**src/rtl/mw_pkg.sv**
```systemverilog
package mw_pkg;
    localparam int unsigned ADDR_W  = 6;
    localparam int unsigned INSTR_W = 8;

    typedef enum logic [1:0] {
        OP_READ  = 2'd0,
        OP_WRITE = 2'd1,
        OP_WREN  = 2'd2,
        OP_WRDIS = 2'd3
    } mw_op_e;

    typedef enum logic [3:0] {
        ST_IDLE,
        ST_START_LO,
        ST_START_HI,
        ST_BIT_LO,
        ST_BIT_HI,
        ST_TAIL,
        ST_RD_HI,
        ST_RD_LO,
        ST_DESEL,
        ST_RESEL,
        ST_POLL_HI,
        ST_POLL_LO,
        ST_FINISH
    } mw_state_e;
endpackage

```
**src/rtl/mw_tick.sv**
```systemverilog
// Interval timer: one tick after limit+1 clocks of run, then restarts.
module mw_tick #(
    parameter int unsigned W = 16
) (
    input  logic         clk,
    input  logic         rst_n,
    input  logic         run,
    input  logic [W-1:0] limit,
    output logic         tick
);
    logic [W-1:0] cnt_d, cnt_q;

    always_comb begin
        tick  = run && (cnt_q == limit);
        cnt_d = (!run || tick) ? '0 : cnt_q + W'(1);
    end

    always_ff @(posedge clk) begin
        if (!rst_n) cnt_q <= '0;
        else        cnt_q <= cnt_d;
    end
endmodule

```
**src/rtl/mw_poll_ctr.sv**
```systemverilog
// Counts ready-poll pulses; last flags that the budget is used up.
module mw_poll_ctr #(
    parameter int unsigned W = 16
) (
    input  logic         clk,
    input  logic         rst_n,
    input  logic         clear,
    input  logic         step,
    input  logic [W-1:0] limit,
    output logic         last
);
    logic [W-1:0] cnt_d, cnt_q;

    always_comb begin
        if (clear)     cnt_d = '0;
        else if (step) cnt_d = cnt_q + W'(1);
        else           cnt_d = cnt_q;
        last = ({1'b0, cnt_q} + (W+1)'(1)) >= {1'b0, limit};
    end

    always_ff @(posedge clk) begin
        if (!rst_n) cnt_q <= '0;
        else        cnt_q <= cnt_d;
    end
endmodule

```
**src/rtl/mw_eeprom_master.sv**
```systemverilog
module mw_eeprom_master
    import mw_pkg::*;
#(
    parameter int unsigned DATA_W = 16,
    parameter int unsigned HP_W   = 16,
    parameter int unsigned POLL_W = 16
) (
    input  logic                  clk,
    input  logic                  rst_n,
    input  logic                  cmd_valid,
    input  logic [1:0]            cmd_op,
    input  logic [ADDR_W-1:0]     cmd_addr,
    input  logic [DATA_W-1:0]     cmd_wdata,
    input  logic [HP_W-1:0]       half_period,
    input  logic [POLL_W-1:0]     poll_limit,
    output logic                  busy,
    output logic                  done,
    output logic                  error,
    output logic [DATA_W-1:0]     rd_data,
    output logic                  ee_cs,
    output logic                  ee_sk,
    output logic                  ee_do,
    input  logic                  ee_di
);
    localparam int unsigned SH_W  = INSTR_W + DATA_W;
    localparam int unsigned BIT_W = $clog2(SH_W + 1);

    typedef struct packed {
        mw_state_e         st;
        mw_op_e            op;
        logic [SH_W-1:0]   sh;
        logic [BIT_W-1:0]  bits;
        logic [DATA_W-1:0] rd;
        logic              cs;
        logic              sk;
        logic              dout;
        logic              busy;
        logic              done;
        logic              err;
        logic              tmo;
        logic              di_m;
        logic              di_s;
    } regs_t;

    regs_t d, q;

    logic               tick;
    logic               poll_clear;
    logic               poll_step;
    logic               poll_last;
    mw_op_e             op_in;
    logic [INSTR_W-1:0] instr;

    mw_tick #(.W(HP_W)) u_tick (
        .clk   (clk),
        .rst_n (rst_n),
        .run   (q.busy),
        .limit (half_period),
        .tick  (tick)
    );

    mw_poll_ctr #(.W(POLL_W)) u_poll (
        .clk   (clk),
        .rst_n (rst_n),
        .clear (poll_clear),
        .step  (poll_step),
        .limit (poll_limit),
        .last  (poll_last)
    );

    // Instruction byte for the requested operation
    always_comb begin
        op_in = mw_op_e'(cmd_op);
        case (op_in)
            OP_READ:  instr = {2'b10, cmd_addr};
            OP_WRITE: instr = {2'b01, cmd_addr};
            OP_WREN:  instr = 8'h30;
            default:  instr = 8'h00;
        endcase
    end

    always_comb begin
        d          = q;
        d.done     = 1'b0;
        d.di_m     = ee_di;
        d.di_s     = q.di_m;
        poll_clear = 1'b0;
        poll_step  = 1'b0;
        case (q.st)
            ST_IDLE: begin
                if (cmd_valid) begin
                    d.op   = op_in;
                    d.sh   = {instr, cmd_wdata};
                    d.bits = (op_in == OP_WRITE) ? BIT_W'(SH_W) : BIT_W'(INSTR_W);
                    d.cs   = 1'b1;
                    d.dout = 1'b1;
                    d.sk   = 1'b0;
                    d.busy = 1'b1;
                    d.err  = 1'b0;
                    d.tmo  = 1'b0;
                    d.st   = ST_START_LO;
                end
            end
            ST_START_LO: if (tick) begin
                d.sk = 1'b1;
                d.st = ST_START_HI;
            end
            ST_START_HI: if (tick) begin
                d.sk   = 1'b0;
                d.dout = q.sh[SH_W-1];
                d.st   = ST_BIT_LO;
            end
            ST_BIT_LO: if (tick) begin
                d.sk = 1'b1;
                d.st = ST_BIT_HI;
            end
            ST_BIT_HI: if (tick) begin
                d.sh   = q.sh << 1;
                d.bits = q.bits - BIT_W'(1);
                d.sk   = 1'b0;
                if (q.bits == BIT_W'(1)) begin
                    d.dout = 1'b0;
                    d.st   = ST_TAIL;
                end else begin
                    d.dout = q.sh[SH_W-2];
                    d.st   = ST_BIT_LO;
                end
            end
            ST_TAIL: if (tick) begin
                case (q.op)
                    OP_READ: begin
                        d.sk   = 1'b1;
                        d.bits = BIT_W'(DATA_W);
                        d.st   = ST_RD_HI;
                    end
                    OP_WRITE: begin
                        d.cs = 1'b0;
                        d.st = ST_DESEL;
                    end
                    default: begin
                        d.cs = 1'b0;
                        d.st = ST_FINISH;
                    end
                endcase
            end
            ST_RD_HI: if (tick) begin
                d.sk = 1'b0;
                d.st = ST_RD_LO;
            end
            ST_RD_LO: if (tick) begin
                d.rd   = {q.rd[DATA_W-2:0], q.di_s};
                d.bits = q.bits - BIT_W'(1);
                if (q.bits == BIT_W'(1)) begin
                    d.cs = 1'b0;
                    d.st = ST_FINISH;
                end else begin
                    d.sk = 1'b1;
                    d.st = ST_RD_HI;
                end
            end
            ST_DESEL: if (tick) begin
                d.cs       = 1'b1;
                poll_clear = 1'b1;
                d.st       = ST_RESEL;
            end
            ST_RESEL: if (tick) begin
                d.sk = 1'b1;
                d.st = ST_POLL_HI;
            end
            ST_POLL_HI: if (tick) begin
                d.sk = 1'b0;
                d.st = ST_POLL_LO;
            end
            ST_POLL_LO: if (tick) begin
                if (q.di_s) begin
                    d.cs = 1'b0;
                    d.st = ST_FINISH;
                end else if (poll_last) begin
                    d.tmo = 1'b1;
                    d.cs  = 1'b0;
                    d.st  = ST_FINISH;
                end else begin
                    poll_step = 1'b1;
                    d.sk      = 1'b1;
                    d.st      = ST_POLL_HI;
                end
            end
            ST_FINISH: if (tick) begin
                d.done = 1'b1;
                d.err  = q.tmo;
                d.busy = 1'b0;
                d.st   = ST_IDLE;
            end
            default: d.st = ST_IDLE;
        endcase
    end

    always_ff @(posedge clk) begin
        if (!rst_n) q <= '0;
        else        q <= d;
    end

    assign busy    = q.busy;
    assign done    = q.done;
    assign error   = q.err;
    assign rd_data = q.rd;
    assign ee_cs   = q.cs;
    assign ee_sk   = q.sk;
    assign ee_do   = q.dout;
endmodule

```
**config.mk**
```make
export PLATFORM = sky130hd
export DESIGN_NAME = mw_eeprom_master
export DESIGN_NICKNAME = d
export VERILOG_FILES = /design/src/rtl/mw_pkg.sv /design/src/rtl/mw_tick.sv /design/src/rtl/mw_poll_ctr.sv /design/src/rtl/mw_eeprom_master.sv
export SDC_FILE = /design/constraint.sdc
export NUM_CORES = 1
export LEC_CHECK = 0
export CAP_MARGIN = 20
export CORE_MARGIN = 4
export CORE_UTILIZATION = 30
export DETAILED_ROUTE_END_ITERATION = 10
export PLACE_DENSITY = 0.48
export SLEW_MARGIN = 20
export SYNTH_ARGS = -nofsm -noshare
export SYNTH_HDL_FRONTEND = slang
export SYNTH_HIERARCHICAL = 1
export SYNTH_SLANG_ARGS = --single-unit
```
**constraint.sdc**
```tcl
create_clock -name clk -period 7.4 [get_ports clk]
set_clock_uncertainty 0.05 [all_clocks]
set_input_delay 1.48 -clock clk [delete_from_list [all_inputs] [get_ports clk]]
set_output_delay 1.48 -clock clk [all_outputs]
set_load 0.01 [all_outputs]
```
# Word-level counts from Yosys, hierarchy flattened
# Index checks and enable logic that the tools add are counted.
# Widths: inputs -> output; s select.
# classes
n_addsub,4
mul,0
div_mod_pow,0
n_lt_le_gt_ge,1
eq_ne,40
n_shift,0
n_mux,60
bitwise_logic,1
n_reduce_logical,28
# op_table
op,count
$mux 4,15
$pmux 4 s13,1
$pmux 24 s2,1
$ne 2x2->1 const B,19
$mux 35,1
$add 16x1->16 const B,2
$mux 29,1
$reduce_and 13->1,2
$pmux 8 s3,1
$mux 23,1
$eq 4x4->1 const B,5
$mux 1,20
$pmux 5 s4,1
$add 16x1->17 const B,1
$ge 17x16->1,1
$eq 16x16->1,1
$eq 4x3->1 const B,4
$mux 5,3
$mux 2,5
$mux 3,3
$reduce_and 9->1,1
$eq 4x2->1 const B,2
$pmux 1 s8,1
$pmux 4 s2,1
other kinds (28),41
# word_totals
reg_bits,92
latch_bits,0
ramBits,0
rom_bits,0
input_bits,60
output_inout_bits,22
n_memories,0

# Depth between registers and ports, before layout
# Gate-level depths: netlist of run 1.
# depth
ltp_word,6
depth_mapped,17

# Modules after synthesis
# The synthesis of run 1 kept the hierarchy.
# modules_own_cells
module,instances,cells_each,area_each_um2
mw_eeprom_master,1,401,3120.5
mw_poll_ctr,1,169,1316.3
mw_tick,1,100,893.4

# Worst setup path before layout of run 1
# No wires, ideal clock.
# synth_timing
path_kind,input to register
startpoint,input port half_period[10]
endpoint,register u_poll.cnt_q[14]
t_arrival_ns,3.867
setup_slack_ns,3.356
cell_stages,12
n_path_buf,2
path_cell_list,xnor2_1 -> nand4_1 -> nor4_2 -> and2_1 -> buf_2 -> nand3_1 -> nor3_1 -> buf_2 -> nand4_1 -> nor4_1 -> xnor2_1 -> nor2_1
# synth_lines
item,line,text
"start, declared",mw_eeprom_master.sv:14,"input logic [HP_W-1:0] half_period,"
$eq 16x16->1,mw_tick.sv:14,tick = run && (cnt_q == limit);
$logic_and 1x1->1,mw_tick.sv:14,
via tick,mw_eeprom_master.sv:47,logic tick;
$mux 1,mw_eeprom_master.sv:174,ST_POLL_LO: if (tick) begin
$mux 1,mw_eeprom_master.sv:89,case (q.st)
via poll_step,mw_eeprom_master.sv:49,logic poll_step;
"end signal, assigned",mw_poll_ctr.sv:23,else cnt_q <= cnt_d;
"end, declared",mw_poll_ctr.sv:12,"logic [W-1:0] cnt_d, cnt_q;"
# The timed path passes the listed nets, and every way through them passes these cells.
# A chain may end at the register's enable or synchronous reset.

# Final worst setup path of run 1
# Ends and elaborated chain as after synthesis.

==> impl_results.md, run 1 <==
- Area share of the largest cell type after synthesis: 34.6%
- Die height: 141 um
- Post-synthesis mux area share: 1.31%
- Synthesis Warnings: 6
- FF-to-FF path depth: 14
- Most common cell after layout, fill and taps aside: dfxtp_1
- Gr usage total: 13.1%
- Routing usage on met3: 2.16%
- Rel. slew slack: 40.4%
- HP Class: flip-flop to flip-flop
- Post-synthesis adder-cell area fraction: 4.69%
- Buffers & Inverters on Critical Path: 3
- Hold path depth: 1
- Clock transition at the registers of the reported paths: 0.06 ns
- CP top delay family: simple AND/OR/NAND/NOR gates
- H-tree depth: 3
- Status: finished, final reports clean
- Clock latency on the worst-skew pair: 0.34 ns
- First-pass GRT wire length: 21800 um
- Congestion Overflow GR: 0
- CTS Buffer Depth: 2
- Layer with the highest usage: met2
- Clock power share: 41.8%
- Setup slack, reg-to-reg: 3.31 ns
- Critical path peak fanout: 17
- Slowest-stage cell, CP: and2_1
- Fmax: 222 MHz
- Placement Rows: 48
- Vias in the first global route: 4394
- Post-layout instance area: 6490 um^2
- CTS Buf Count: 9
- Post-synthesis xor/xnor area fraction: 8.87%
- CP cell instances: clkdlybuf4s50_1 > xnor2_1 > nand4_1 > nor4_2 > buf_4 > and2_1 > nand3_1 > nor3_1 > buf_4 > nand4_1 > nor4_1 > xnor2_1 > nor2_1
- Peak supply drop: 0.120 mV
- Die Wd: 141 um
- Net Sw Power: 278 uW
- Worst hold endpoint: q[0]
- Met1 Use GR: 18.4%
- IO Pins: 82
- Reg2reg start: u_poll/cnt_q[0]
- I/O Buffers: 81
- Crit-path max cell delay: 0.51 ns
- Area leader, netlist: dfxtp_1
- CTS tree: done
- Gate power share: 12.3%
- Wire per inst: 13.9 um
- Final Hold Viols: 0
- DRT iter0 DRCs: 274
- Largest net degree at the start of global routing: 53
- P_int: 866 uW
- HP Start: d[0]
- Post-synth EDFFs: 0
- Initial antenna violation count: 0
- Hold Buf Count CTS: 0
- HPWL Detailed: 9140 um
- Vias per cell: 4.99
- Seq cells post-synth: 92
- Core box area: 17400 um^2
- Compound-gate portion of the synthesized area: 14.9%
- Main combinational cell family by area after synthesis: simple AND/OR/NAND/NOR gates
- Storage element area: 1840 um^2
- Clock tree root driver cell: clkbuf_16
- RSZ-0062 raised after global routing: false
- Setup crit start: half_period[10]
- Slew Limit Fails: 0
- Synthesized netlist net count: 750
- Sequential share of power: 45.9%
- Post-synthesis sequential area ratio: 34.6%
- CP Data Required Time: 7.55 ns
- DRC Markers: 0
- CTS resizes: 0
- Die Footprint: 20000 um^2
- GPL Wtd Cong: 0.816
- Post-synthesis simple-gate area fraction: 27.3%
- Post-synthesis cell area: 5330 um^2
- Critical Path End Type: flip-flop
- First drt pass iteration count: 5
- Cells after Synth: 670
- Clock sinks: 92
- Sw Share: 24.3%
- Avg Inst Size Synth: 7.96 um^2
- Most frequent cells in the layout: dfxtp_1, nand2_1, clkdlybuf4s50_1, nor2_1, xnor2_1
- R2R Path End: u_poll/cnt_q[14]
- Max Cap Viol: 0
- Minimum clock period: 4.49 ns
- WL final: 13000 um
- Leading post-synthesis cells by cell area: dfxtp_1, xnor2_1, nand2_1, ha_1, nor2_1
- Asr flop ratio synth: 0%
- Starting density of the core: 30.7%
- P_leak: 2.19 nW
- Setup CP Type: primary input to flip-flop
- Slew @ Worst Pin: 0.892 ns
- Layout cells sized above 1: 5.89%
- Post-CTS Setup Inserts: 0
- Synth unique cells: 66
- Layout fillers: 1796
- P per Cell Area: 176 nW/um^2
- Crit share post-route: 60.7%
- Layout Area Growth over Synthesis: 21.7%
- Met2 usage: 20.0%
- ANT nets after route: 0
- Setup-failing EPs final: 0
- Multi-input gate area: 3050 um^2
- Post-synth top flop: dfxtp_1
- # diodes: 0
- CP startpoint kind: primary input
- Nets: 788
- Post-Route Setup TNS: 0 ns
- Worst Path Arrival: 4.65 ns
- Total number of vias: 4685
- Area post-placement: 6150 um^2
==> state kept, by name (all words and copies together), names as in the netlist <==
| name | flops |
|---|---|
| done | 1 |
| q | 37 |
| ee_sk | 1 |
| u_poll/cnt_q | 16 |
| busy | 1 |
| ee_do | 1 |
| d | 1 |
| error | 1 |
| u_tick/cnt_q | 16 |
| rd_data | 16 |
| ee_cs | 1 |
==> cell type report <==
class | count | share of cell area, %
clock buffers | 11 | 3.90
clock inverters | 5 | 0.906
inverters | 27 | 1.56
multi-input cells | 488 | 47.1
flip-flops and latches | 92 | 28.4
well taps | 225 | 4.34
repair buffers | 90 | 13.8
==> power by group through the flow <==
| stage | sequential (mW) | combinational [mW] | clock [mW] |
|---|---|---|---|
| floorplan | 0.534 | 0.0843 | 0 |
| global route | 0.527 | 0.157 | 0.515 |
| CTS | 0.525 | 0.139 | 0.496 |
| detailed placement | 0.536 | 0.139 | 0 |
| finish | 0.525 | 0.141 | 0.479 |
| global placement | 0.536 | 0.136 | 0 |
==> synthesized netlist by cell type (5+ instances only) <==
master / number
dfxtp_1: 92
nor4_1: 7
nand2_1: 91
buf_2: 19
nor2b_1: 6
or3_1: 5
a311oi_1: 22
nand4_1: 18
nor3b_1: 5
mux2i_1: 7
nor3_1: 28
clkbuf_1: 20
buf_4: 18
nand3_1: 37
nor2_1: 57
o21ai_0: 22
xnor2_1: 40
a211oi_1: 8
a21oi_1: 35
inv_1: 26
ha_1: 20
xor2_1: 14
==> cells by family after synthesis <==
family	count (synthesis)
simple gates	290
compound gates	117
flops	92
buf+inv	90
xor+xnor	54
fa+ha+maj	20
mux	7
==> through the flow <==
| step | setup WS, ns | total power, mW | util (%) | instances | hold slack, ns |
|---|---|---|---|---|---|
| floorplan | 3.36 | 0.618 | - | 670 | 0.362 |
| global placement | 2.48 | 0.672 | 35.4 | 921 | 0.367 |
| detailed placement | 2.35 | 0.675 | 35.4 | 921 | 0.369 |
| CTS | 2.73 | 1.16 | 37.2 | 937 | 0.387 |
| global route | 2.56 | 1.20 | 37.4 | 938 | 0.408 |
| finish | 2.91 | 1.14 | 37.4 | 938 | 0.386 |
==> routing by layer <==
metal / wire length, um / part of all wire, % / vias to the layer above
met5: 0 / 0 / -
met4: 242 / 1.9 / 0
met3: 550 / 4.2 / 12
met2: 5980 / 46 / 97
met1: 6250 / 48 / 2157
li1: - / - / 2419
==> how the worst max path moves through the flow <==
| stage | end | slack [ns] | cells past startpoint |
|---|---|---|---|
| 2_1_floorplan | u_poll/cnt_q[14] | 3.36 | 12 |
| 3_3_place_gp | q[30] | 2.48 | 10 |
| 3_5_place_dp | q[48] | 2.35 | 10 |
| 4_1_cts | q[48] | 2.73 | 10 |
| 5_1_grt | u_poll/cnt_q[14] | 2.56 | 13 |
| 6_report | u_poll/cnt_q[14] | 2.91 | 13 |
Power figures use the tool's default switching activity.
==> run 2, diff against run 1 <==
Clock period 7.4 ns to 4.6 ns, I/O delays scaled along.
==> impl_results.md, run 2 (synthesis results as in run 1) <==
- CP startpoint kind: flip-flop
- Max Cap Viol: 0 (unchanged)
- Clock sinks: 92 (unchanged)
- Clock latency on the worst-skew pair: 0.35 ns (about the same)
- GPL Wtd Cong: 0.792 (-2.9%)
- Vias in the first global route: 4437 (+0.98%)
- RSZ-0062 raised after global routing: false
- Die Footprint: 20000 um^2 (unchanged)
- Crit share post-route: 83.5%
- Die height: 141 um (unchanged)
- Slew Limit Fails: 0 (unchanged)
- Max FFs per register: 37 (unchanged)
- Die Wd: 141 um (unchanged)
- Critical path peak fanout: 10 (-7)
- Gr usage total: 13.3% (+0.24 points)
- Final Hold Viols: 0 (unchanged)
- # diodes: 0 (unchanged)
- Peak supply drop: 0.175 mV (+46%)
- Clock transition at the registers of the reported paths: 0.06 ns (about the same)
- Rel. slew slack: 39.9% (-0.50 points)
- Critical Path End Type: flip-flop
- Minimum clock period: 3.84 ns
- Status: finished, final reports clean
- Post-Layout Cell Count: 939 (+0.11%)
- ANT nets after route: 0 (unchanged)
- Placement Rows: 48 (unchanged)
- Initial antenna violation count: 0 (unchanged)
- Power, Total: 1.81 mW (+58%)
- Setup CP Type: flip-flop to flip-flop
- Slew @ Worst Pin: 0.900 ns (+0.00848 ns)
- CTS resizes: 0 (unchanged)
- P per Cell Area: 280 nW/um^2 (+59%)
- Total number of vias: 4742 (+1.2%)
- Setup slack, reg-to-reg: 0.76 ns (-2.55 ns)
- Post-CTS Setup Inserts: 0 (unchanged)
- CP Data Required Time: 4.79 ns (-2.76 ns)
- Most flop-heavy register: q
- CTS Buffer Depth: 2 (unchanged)
- CTS Buf Count: 9 (unchanged)
- I/O Buffers: 81 (unchanged)
- Starting density of the core: 30.7% (unchanged)
- Layout cells sized above 1: 6.02% (+0.13 points)
- Worst Path Arrival: 4.03 ns (-0.62 ns)
- First drt pass iteration count: 4 (-1)
- Most frequent cells in the layout: dfxtp_1, nand2_1, clkdlybuf4s50_1, nor2_1, xnor2_1
- IO Pins: 82 (unchanged)
- HP Class: flip-flop to flip-flop
- Layout Area Growth over Synthesis: 21.2%
- Nets: 790 (+0.25%)
- H-tree depth: 3 (unchanged)
- DRC Markers: 0 (unchanged)
- First-pass GRT wire length: 22000 um (+0.98%)
- CTS tree: done
- Clock tree root driver cell: clkbuf_16
- Setup-failing EPs final: 0 (unchanged)
- Fmax: 260 MHz
- Post-Route Setup TNS: 0 ns (unchanged)
- Wire per inst: 14.2 um (+2.1%)
- P_leak: 2.19 nW (about the same)
- Largest net degree at the start of global routing: 48 (-9.4%)
- Most common cell after layout, fill and taps aside: dfxtp_1
- Hold Buf Count CTS: 0 (unchanged)
- DRT iter0 DRCs: 275 (+0.36%)
- Congestion Overflow GR: 0 (unchanged)
- HPWL Detailed: 9300 um (+1.8%)
- Core box area: 17400 um^2 (unchanged)
- Vias per cell: 5.05 (+1.1%)
- Placed Cells: 924 (+0.33%)
- WL final: 13300 um (+2.2%)
[run 2: routing by layer]
layer | vias to the layer above | global-route usage, % | wire [um]
li1 | 2417 | - | -
met5 | - | 0 | 0
met1 | 2218 | 18.0 | 6460
met3 | 13 | 2.36 | 544
met4 | 0 | 4.74 | 212
met2 | 94 | 21.4 | 6080
[run 2: power breakdown]
part | internal [mW] | leakage, nW | switching (mW)
Clock | 0.430 | 0.144 | 0.316
Sequential | 0.826 | 0.748 | 0.0234
Combinational | 0.112 | 1.30 | 0.105
Total | 1.37 | 2.19 | 0.444
[run 2: path summary, 6_finish.rpt]
path | from | end | cells after the start
max | u_poll/cnt_q[0] | u_poll/cnt_q[14] | 16
min | d[0] | q[0] | 1
max reg2reg | u_poll/cnt_q[0] | u_poll/cnt_q[14] | 16
min reg2reg | d[0] | q[0] | 1
[run 2: cell type report]
cell class                      instances  area (um^2)
Inverter                               27          101
Clock inverter                          5         52.6
Timing Repair Buffer                   92          893
Fill cell                            1792        10900
Tap cell                              225          282
Sequential cell                        92         1840
Multi-Input combinational cell        488         3050
Clock buffer                           10          239
[run 2: critical path: stages, from the launching register on]
cell and delay, ns:
dfxtp_1 0.43, ha_1 0.25, nand3_1 0.19, nor2_1 0.29, nand2_1 0.11, xnor2_1 0.13, ha_1 0.29, a21oi_1 0.11
o21ai_0 0.11, a221oi_1 0.31, o211ai_1 0.18, nor3_1 0.21, buf_4 0.21, nand4_1 0.31, nor4_1 0.33, xnor2_1 0.16
nor2_1 0.05
[run 2: per-stage QoR]
step           setup WS [ns]  cell area, um^2  util [%]  hold WS, ns
2_1_floorplan           1.12             5330         -        0.362
3_3_place_gp           0.564             6170      35.6        0.367
3_5_place_dp           0.514             6170      35.6        0.373
4_1_cts                0.727             6460      37.2        0.388
5_1_grt                0.214             6460      37.2        0.420
6_report               0.760             6460      37.2        0.387
==> run 3, diff against run 2 <==
Clock period 4.6 ns to 3.6 ns, I/O delays scaled along.
==> impl_results.md, run 3 (synthesis results as in run 1) <==
- Max FFs per register: 37 (unchanged)
- Starting density of the core: 30.7% (unchanged)
- P per Cell Area: 356 nW/um^2 (+27%)
- Post-Layout Cell Count: 960 (+2.2%)
- CP Data Required Time: 3.82 ns (-0.97 ns)
- Largest net degree at the start of global routing: 41 (-15%)
- First drt pass iteration count: 4 (unchanged)
- ANT nets after route: 0 (unchanged)
- I/O Buffers: 81 (unchanged)
- Core box area: 17400 um^2 (unchanged)
- First-pass GRT wire length: 22200 um (+0.59%)
- DRT iter0 DRCs: 306 (+11%)
- Clock transition at the registers of the reported paths: 0.06 ns (about the same)
- Most frequent cells in the layout: nand2_1, dfxtp_1, clkdlybuf4s50_1, nor2_1, xnor2_1
- Fmax: 298 MHz (+14%)
- # diodes: 0 (unchanged)
- Clock latency on the worst-skew pair: 0.34 ns (about the same)
- HPWL Detailed: 9600 um (+3.2%)
- Status: finished, final reports clean
- CP cell instances: ha_1 > nand3_2 > nor2_2 > buf_4 > xor2_1 > ha_1 > and4_1 > a211oi_2 > o211ai_1 > buf_4 > nor2_1 > o21ai_0 > a211oi_1 > mux2i_1
- H-tree depth: 3 (unchanged)
- RSZ-0062 raised after global routing: false
- Final WS setup: 0.239 ns (-0.521 ns)
- Total number of vias: 4813 (+1.5%)
- CP startpoint kind: flip-flop
- Congestion Overflow GR: 0 (unchanged)
- HP Class: flip-flop to flip-flop
- Layout cells sized above 1: 9.39% (+3.4 points)
- Crit-path max cell delay: 0.39 ns (-0.04 ns)
- CP top delay family: compound AO/OA/AOI/OAI gates
- Wire per inst: 13.7 um (-3.3%)
- IO Pins: 82 (unchanged)
- Nets: 812 (+2.8%)
- Placed Cells: 943 (+2.1%)
- Gr usage total: 13.3% (-0.054 points)
- Crit share post-route: 93.4% (+9.9 points)
- Slew Limit Fails: 0 (unchanged)
- Slowest-stage cell, CP: dfxtp_1
- DRC Markers: 0 (unchanged)
- Critical Path End Type: flip-flop
- Placement Rows: 48 (unchanged)
- Die Footprint: 20000 um^2 (unchanged)
- Core Util, Final: 38.6% (+1.3 points)
- Clock sinks: 92 (unchanged)
- Final Hold Viols: 0 (unchanged)
- Minimum clock period: 3.36 ns (-0.479 ns)
- Vias per cell: 5.01 (-0.72%)
- Die height: 141 um (unchanged)
- Max Cap Viol: 0 (unchanged)
- Buffers & Inverters on Critical Path: 2 (+1)
- Layout fillers: 1764 (-1.6%)
- Layout Area Growth over Synthesis: 25.6%
- Initial antenna violation count: 0 (unchanged)
- CTS tree: done
- P_leak: 2.31 nW (+5.6%)
- Setup slack, reg-to-reg: 0.24 ns (-0.52 ns)
- Multi-input gate area: 3080 um^2 (+0.78%)
- CTS Buffer Depth: 2 (unchanged)
- Slew @ Worst Pin: 0.900 ns (+0.0000209 ns)
- GPL Wtd Cong: 0.803 (+1.4%)
- Vias in the first global route: 4581 (+3.2%)
- Setup CP Type: flip-flop to flip-flop
- WL final: 13100 um (-1.1%)
- Critical path peak fanout: 5 (-5)
- Peak supply drop: 0.220 mV (+26%)
- Worst Path Arrival: 3.58 ns (-0.45 ns)
- Clock tree root driver cell: clkbuf_16
- Worst slack, placed: -0.178 ns (-0.692 ns)
- CTS Buf Count: 9 (unchanged)
- Storage element area: 1840 um^2 (about the same)
- Die Wd: 141 um (unchanged)
- Most flop-heavy register: q
- Rel. slew slack: 39.9% (about the same)
- Post-Route Setup TNS: 0 ns (unchanged)
- Setup-failing EPs final: 0 (unchanged)
## run 3: worst paths after layout
path | start | end | depth (start not counted)
worst max-delay path | u_poll/cnt_q[1] | ee_sk | 14
worst min-delay path | d[0] | q[0] | 1
worst max register to register | u_poll/cnt_q[1] | ee_sk | 14
worst min register to register | d[0] | q[0] | 1
## run 3: per-stage QoR
stage | total power, mW | instance area [um^2] | hold slack (ns)
global route | 2.49 | 6690 | 0.408
finish | 2.38 | 6690 | 0.386
floorplan | 1.27 | 5330 | 0.362
CTS | 2.42 | 6650 | 0.391
detailed placement | 1.40 | 6340 | 0.375
global placement | 1.40 | 6340 | 0.367
## run 3: routing by layer
metal,part of all wire [%],up-vias,global-route usage [%]
met5,0,-,0
li1,-,2471,-
met4,1.5,0,4.64
met3,4.0,11,2.22
met1,48,2246,18.2
met2,47,85,21.1
## run 3: layout make-up
type                    count  area share [%]
clock buffers              12            3.68
clock inverters             2           0.897
inverters                  27            1.51
multi-input cells         488            46.0
flip-flops and latches     92            27.5
well taps                 225            4.21
repair buffers            114            16.2
## run 3: power breakdown
| group | total (mW) | internal [mW] | switching, mW | leakage [nW] |
|---|---|---|---|---|
| Combinational | 0.289 | 0.155 | 0.133 | 1.41 |
| Sequential | 1.09 | 1.06 | 0.0322 | 0.748 |
| Clock | 1.01 | 0.620 | 0.386 | 0.149 |
## run 3: timing repair
| action | in CTS | in global routing |
|---|---|---|
| cloned | 0 | 0 |
| gates resized for setup | 1 | 6 |
| setup endpoints to repair | 7 | 11 |
| setup buffers | 0 | 3 |
| hold buffers | 0 | 0 |
| pin swaps | 1 | 3 |
| endpoints found under the hold margin | 0 | 0 |
